<file path="src/rtl/flc_pkg.sv">
package flc_pkg;

    typedef logic [7:0] byte_t;

    localparam byte_t CMD_READ  = 8'h00;
    localparam byte_t CMD_IDENT = 8'h90;
    localparam byte_t CMD_ERASE = 8'h20;
    localparam byte_t CMD_EVFY  = 8'hA0;
    localparam byte_t CMD_PROG  = 8'h40;
    localparam byte_t CMD_PVFY  = 8'hC0;
    localparam byte_t CMD_RESET = 8'hFF;
    localparam byte_t MFR_CODE  = 8'h89;
    localparam byte_t ERASED    = 8'hFF;

    typedef enum logic [3:0] {
        ST_READ,
        ST_ID,
        ST_ESETUP,
        ST_ERASING,
        ST_EVFY,
        ST_PSETUP,
        ST_PROGRAMMING,
        ST_PVFY,
        ST_ABORT1,
        ST_HALTED
    } mode_e;

    // Plain command decode; unknown codes keep the given fallback mode.
    function automatic mode_e decode_cmd(input mode_e fallback, input byte_t code);
        mode_e m;
        case (code)
            CMD_READ:  m = ST_READ;
            CMD_IDENT: m = ST_ID;
            CMD_ERASE: m = ST_ESETUP;
            CMD_PROG:  m = ST_PSETUP;
            CMD_EVFY:  m = ST_EVFY;
            CMD_PVFY:  m = ST_PVFY;
            default:   m = fallback;
        endcase
        return m;
    endfunction

endpackage

</file>
<file path="src/rtl/flc_strobe.sv">
module flc_strobe (
    input  logic clk,
    input  logic rst,
    input  logic ce_n,
    input  logic we_n,
    input  logic vpp_hi,
    input  logic vcc_ok,
    output logic active,
    output logic begin_ev,
    output logic end_ev
);
    logic active_q;

    assign active   = !ce_n && !we_n && vcc_ok && vpp_hi;
    assign begin_ev = active && !active_q;
    assign end_ev   = !active && active_q;

    always_ff @(posedge clk) begin
        if (rst) active_q <= 1'b0;
        else     active_q <= active;
    end
endmodule

</file>
<file path="src/rtl/flc_stop_timer.sv">
module flc_stop_timer #(
    parameter int LIMIT = 32
) (
    input  logic clk,
    input  logic rst,
    input  logic start,
    input  logic run,
    output logic expired
);
    localparam int CNT_W = $clog2(LIMIT + 1);
    localparam logic [CNT_W-1:0] LAST = CNT_W'(LIMIT - 1);

    logic [CNT_W-1:0] cnt;

    assign expired = run && !start && (cnt == LAST);

    always_ff @(posedge clk) begin
        if (rst)        cnt <= '0;
        else if (start) cnt <= '0;
        else if (run && cnt != LAST) cnt <= cnt + 1'b1;
    end
endmodule

</file>
<file path="src/rtl/flc_array.sv">
module flc_array import flc_pkg::*; #(
    parameter int ADDR_W = 6
) (
    input  logic              clk,
    input  logic              rst,
    input  logic              fill,
    input  logic              pgm,
    input  logic [ADDR_W-1:0] pgm_addr,
    input  byte_t             pgm_data,
    input  logic [ADDR_W-1:0] rd_addr_a,
    input  logic [ADDR_W-1:0] rd_addr_b,
    output byte_t             rd_a,
    output byte_t             rd_b
);
    localparam int DEPTH = 1 << ADDR_W;

    byte_t mem [DEPTH];

    always_ff @(posedge clk) begin
        if (rst || fill) begin
            for (int i = 0; i < DEPTH; i++) mem[i] <= ERASED;
        end else if (pgm) begin
            mem[pgm_addr] <= mem[pgm_addr] & pgm_data;
        end
    end

    assign rd_a = mem[rd_addr_a];
    assign rd_b = mem[rd_addr_b];
endmodule

</file>
<file path="src/rtl/flash_cmd_ctrl.sv">
module flash_cmd_ctrl import flc_pkg::*; #(
    parameter int          ADDR_W      = 6,
    parameter logic [7:0]  DEV_CODE    = 8'hB4,
    parameter int          PULSE_LIMIT = 32
) (
    input  logic              clk,
    input  logic              rst,
    input  logic [ADDR_W-1:0] addr,
    input  logic [7:0]        din,
    input  logic              ce_n,
    input  logic              oe_n,
    input  logic              we_n,
    input  logic              vpp_hi,
    input  logic              vcc_ok,
    output logic [7:0]        dout,
    output logic              out_en
);
    logic wr_act, wr_begin, wr_end;
    logic fill, pgm, tstart, expired, set_vfy, pulse_run;
    mode_e state, nxt;
    logic [ADDR_W-1:0] addr_lat, vfy_addr, prog_addr, mark_addr;
    byte_t data_lat, arr_a, arr_b, rd_mux;

    flc_strobe u_strobe (
        .clk(clk), .rst(rst), .ce_n(ce_n), .we_n(we_n),
        .vpp_hi(vpp_hi), .vcc_ok(vcc_ok),
        .active(wr_act), .begin_ev(wr_begin), .end_ev(wr_end)
    );

    assign pulse_run = (state == ST_ERASING) || (state == ST_PROGRAMMING);

    flc_stop_timer #(.LIMIT(PULSE_LIMIT)) u_timer (
        .clk(clk), .rst(rst), .start(tstart), .run(pulse_run), .expired(expired)
    );

    // Address at strobe start, data held until strobe end.
    always_ff @(posedge clk) begin
        if (rst) begin
            addr_lat  <= '0;
            data_lat  <= '0;
            vfy_addr  <= '0;
            prog_addr <= '0;
        end else begin
            if (wr_begin) addr_lat  <= addr;
            if (wr_act)   data_lat  <= din;
            if (set_vfy)  vfy_addr  <= addr_lat;
            if (pgm)      prog_addr <= addr_lat;
        end
    end

    always_comb begin
        nxt    = state;
        fill   = 1'b0;
        pgm    = 1'b0;
        tstart = 1'b0;
        if (!vpp_hi) begin
            nxt = ST_READ;
        end else if (wr_end) begin
            case (state)
                ST_ESETUP: begin
                    if (data_lat == CMD_ERASE) begin
                        nxt    = ST_ERASING;
                        fill   = 1'b1;
                        tstart = 1'b1;
                    end else if (data_lat == CMD_RESET) begin
                        nxt = ST_ABORT1;
                    end else begin
                        nxt = decode_cmd(state, data_lat);
                    end
                end
                ST_PSETUP: begin
                    if (data_lat == CMD_RESET) begin
                        nxt = ST_ABORT1;
                    end else begin
                        nxt    = ST_PROGRAMMING;
                        pgm    = 1'b1;
                        tstart = 1'b1;
                    end
                end
                ST_ABORT1:
                    nxt = (data_lat == CMD_RESET) ? ST_READ : decode_cmd(ST_READ, data_lat);
                ST_ERASING, ST_PROGRAMMING:
                    nxt = decode_cmd(ST_READ, data_lat);
                ST_HALTED: begin
                    case (data_lat)
                        CMD_EVFY:  nxt = ST_EVFY;
                        CMD_PVFY:  nxt = ST_PVFY;
                        CMD_RESET: nxt = ST_ABORT1;
                        default:   nxt = ST_HALTED;
                    endcase
                end
                default:
                    nxt = decode_cmd(state, data_lat);
            endcase
        end else if (expired) begin
            nxt = ST_HALTED;
        end
    end

    assign set_vfy = vpp_hi && wr_end && (nxt == ST_EVFY) && (data_lat == CMD_EVFY);

    always_ff @(posedge clk) begin
        if (rst) state <= ST_READ;
        else     state <= nxt;
    end

    assign mark_addr = (state == ST_PVFY) ? prog_addr : vfy_addr;

    flc_array #(.ADDR_W(ADDR_W)) u_array (
        .clk(clk), .rst(rst), .fill(fill), .pgm(pgm),
        .pgm_addr(addr_lat), .pgm_data(data_lat),
        .rd_addr_a(addr), .rd_addr_b(mark_addr),
        .rd_a(arr_a), .rd_b(arr_b)
    );

    always_comb begin
        case (state)
            ST_ID: begin
                if (addr == ADDR_W'(0))      rd_mux = MFR_CODE;
                else if (addr == ADDR_W'(1)) rd_mux = DEV_CODE;
                else                         rd_mux = 8'h00;
            end
            ST_EVFY, ST_PVFY: rd_mux = arr_b;
            default:          rd_mux = arr_a;
        endcase
    end

    always_ff @(posedge clk) begin
        if (rst) begin
            dout   <= '0;
            out_en <= 1'b0;
        end else begin
            dout   <= rd_mux;
            out_en <= !ce_n && !oe_n && we_n;
        end
    end
endmodule

</file>
<file path="config.mk">
export PLATFORM = sky130hd
export DESIGN_NAME = flash_cmd_ctrl
export DESIGN_NICKNAME = d
export VERILOG_FILES = /design/src/rtl/flc_pkg.sv /design/src/rtl/flc_strobe.sv /design/src/rtl/flc_stop_timer.sv /design/src/rtl/flc_array.sv /design/src/rtl/flash_cmd_ctrl.sv
export SDC_FILE = /design/constraint.sdc
export NUM_CORES = 2
export LEC_CHECK = 0
export ABC_AREA = 1
export CAP_MARGIN = 30
export CORE_ASPECT_RATIO = 2
export CORE_MARGIN = 1
export CORE_UTILIZATION = 25
export CTS_CLUSTER_SIZE = 10
export DETAILED_ROUTE_END_ITERATION = 12
export PLACE_DENSITY = 0.43
export SLEW_MARGIN = 20
export SYNTH_ARGS = -nofsm -noshare
export SYNTH_HDL_FRONTEND = slang
export SYNTH_SLANG_ARGS = --single-unit
</file>
<file path="constraint.sdc">
create_clock -name clk -period 5.2 [get_ports clk]
set_input_delay 1.04 -clock clk [delete_from_list [all_inputs] [get_ports clk]]
set_output_delay 1.04 -clock clk [all_outputs]
set_load 0.1 [all_outputs]
</file>
==> results.json <==
{
  "status": "finished clean",
  "wl_met2_um": 100000,
  "ys_ff_latch": 564,
  "grt_pass1_wl_um": 275000,
  "min_path_cells": 2,
  "final-seq-area_mm2": 0.0164,
  "yosysSeqAreaShare_pct": 46.8,
  "ys_types": 45,
  "die_area_mm2": 0.142,
  "cts.clk_slew.worst_paths_ns": 0.06,
  "routed_wl_um": 202000,
  "m1WireLength_um": 64900,
  "worstPathMaxFanout": 74,
  "avgSynthCellArea_um2": 7.66,
  "cts.htree.levels": 3,
  "critPathRequiredTime_ns": 5.57,
  "start_kind": "flip-flop",
  "hold_class": "reg2reg",
  "grt_pass1_vias": 34100,
  "grt_max_degree": 116,
  "globalRouteOverflowTotal": 0,
  "slew_headroom_pct": 22.3,
  "final_max_slew_viol_count": 0,
  "die_x_um": 267,
  "start_util_pct": 25.2,
  "final-setup-viol-count": 0,
  "syn2layout_area_growth_pct": 13.0,
  "power_per_cell_area_mw_per_mm2": 268,
  "drt_iter0_markers": 4552,
  "ant_nets": 0,
  "reg2reg_slack_ns": 0.81,
  "clock_path_buffers": 3,
  "place_congestion": 0.995,
  "fin_skew_ns": 0.0342,
  "clock_sinks": 564,
  "cts_resized": 0,
  "antenna_found_initial": 10,
  "fin_crit_ns": 4.39,
  "total_power_w": 0.0106,
  "ys.flop_type": "edfxtp_1",
  "final.setup.tns_ns": 0,
  "critPathCaptureType": "flip-flop",
  "yosysWarnings": 0,
  "chipHeight_um": 532,
  "finalNetCount": 4491,
  "fmax_mhz": 228,
  "layout-drive-gt1-share_pct": 7.51,
  "dr.max_layer_used": "met5",
  "fill_cells": 15200,
  "post_cts_buffers": 0,
  "cts_buffers": 68,
  "synth_area_mm2": 0.0351,
  "synth_edf_count": 512,
  "tightest_slew_ns": 1.15,
  "netlist_instances": 4581,
  "via_per_inst": 5.65,
  "wl_met3_um": 12700,
  "vdd_drop_max_uv": 220,
  "rows": 194,
  "min-delay-start": "prog_addr[4]",
  "crit_type": "reg2reg",
  "dp_hpwl_um": 135000,
  "rsz0062_at_grt": "false",
  "multi_input_area_mm2": 0.0163,
  "wl_per_cell_um": 31.7,
  "worstReg2RegEnd": "u_array.mem[41][1]",
  "cap_violations": 0,
  "dr.pass1.iters": 9,
  "finalCritPeriodShare_pct": 84.4,
  "worst_r2r_path_depth": 12,
  "insertion_delay_ns": 0.67,
  "drc": 0,
  "port_buffers": 29,
  "tritoncts": "done",
  "grt_use_total_pct": 28.0,
  "async_reset_ff_share_pct": 0,
  "syn_nets": 4603,
  "finalHoldViolCount": 0,
  "ios": 30,
  "cts-root-buf": "clkbuf_16",
  "arrival_ns": 4.76,
  "vias": 35900,
  "cts_hold_buf": 0,
  "leakagePower_nw": 13.3,
  "holdPathEnd": "prog_addr[4]",
  "coreArea_mm2": 0.139
}
how the worst max path moves through the flow:
stage / start / to / slack (ns) / cells past startpoint
6_report: flip-flop / u_array.mem[41][1] / 0.81 / 12
5_1_grt: flip-flop / u_array.mem[57][1] / 0.72 / 12
4_1_cts: vpp_hi / u_array.mem[20][7] / 1.04 / 11
3_5_place_dp: vpp_hi / u_array.mem[20][7] / 0.37 / 11
3_3_place_gp: vpp_hi / u_array.mem[36][5] / 0.40 / 11
2_1_floorplan: we_n / u_array.mem[12][0] / 1.88 / 12
through the flow:
stage | cells | worst slack (ns) | utilization [%] | hold slack, ns | cell area (um^2)
after global routing | 6362 | 0.720 | 28.4 | 0.523 | 39600
after floorplan | 4581 | 1.88 | - | 0.430 | 35100
after detailed placement | 6259 | 0.365 | 27.0 | 0.476 | 37600
after global placement | 6255 | 0.399 | 27.0 | 0.478 | 37600
after CTS | 6359 | 1.04 | 28.4 | 0.485 | 39600
final | 6365 | 0.812 | 28.4 | 0.482 | 39600
where the power goes:
part / leakage [nW] / switching [W] / internal, W / total, W
clock: 0.942 / 0.00199 / 0.00254 / 0.00454
combinational: 8.46 / 0.000870 / 0.000249 / 0.00112
sequential: 3.89 / 0.0000229 / 0.00493 / 0.00496
cells in the final DEF, fill, tap and decap left out, types with 21 or more instances in the layout:
master           count
buf_4              139
nor2_1             409
o221ai_1            48
nand3_1            729
o21ai_0            461
inv_1              147
o211ai_1            89
clkbuf_1            21
a22oi_1             56
edfxtp_1           512
o22ai_1             22
dfxtp_1             49
clkdlybuf4s50_1     25
o21ai_1             42
clkbuf_16           71
a21oi_1            222
buf_12              30
nand2_1           1247
state kept, by name, summed over array words and instances (netlist names), named ones only:
name               count
state                  4
dout                   8
out_en                 1
u_timer.cnt            6
vfy_addr               6
data_lat               8
prog_addr              6
u_array.mem          512
addr_lat               6
u_strobe.active_q      1
Yosys cell counts (7+ instances only):
cell type	number	area, um^2
nand4_1	19	119
o21ai_0	470	2350
a22oi_1	56	420
dfxtp_1	52	1040
o2111ai_1	7	61.3
edfxtp_1	512	15400
o221ai_1	48	420
a21oi_1	222	1110
nand3_1	730	3650
nor2_2	13	81.3
nor2_4	12	135
buf_2	135	676
inv_1	151	567
buf_4	56	420
nor3_1	14	70.1
a31oi_1	7	43.8
o22ai_1	22	138
nand2_1	1248	4680
o21ai_1	36	180
o211ai_1	89	668
buf_1	14	52.6
inv_2	14	52.6
a221oi_1	14	123
clkbuf_1	175	657
nand2_2	12	75.1
nor2_1	413	1550
kinds of logic (layout without fill, tap and decap cells):
| kind of cell | after synthesis | count (layout) | synth area share [%] |
|---|---|---|---|
| xor gates and xnor gates | 2 | 2 | 0.0500 |
| and+or+nand+nor | 2474 | 2474 | 29.9 |
| other | 0 | 4 | 0 |
| buffers and inverters | 553 | 471 | 7.08 |
| AOI/OAI and AO/OA | 987 | 987 | 16.1 |
| adders and majority gates | 1 | 1 | 0.0357 |
| DFF | 564 | 564 | 46.8 |
layer usage:
metal	GRT usage (%)	up-vias
met2	48.9	1973
met5	0	-
met4	26.7	10
met1	28.2	17600
met3	3.87	632
li1	-	15700
cell type report:
cell class                 instances  share of cell area [%]
antenna                            4                  0.0253
clock inverter                     6                   0.152
timing repair buffer             202                    4.97
sequential                       564                    41.4
clock buffer                      94                    4.75
inverter                         169                    1.64
tap                             1862                    5.88
multi-input combinational       3464                    41.1
critical path: stages, from the launching register on:
cell	delay, ns
dfxtp_4	0.46
inv_8	0.38
buf_4	0.47
o21ai_0	0.16
a21oi_1	0.66
a21oi_1	0.14
o21ai_1	0.46
nand3_1	0.17
nand3_1	0.11
nand2_1	0.10
nand2_4	0.35
buf_12	0.31
nand2_1	0.08
Note: power is estimated with default switching activity, not from simulation.
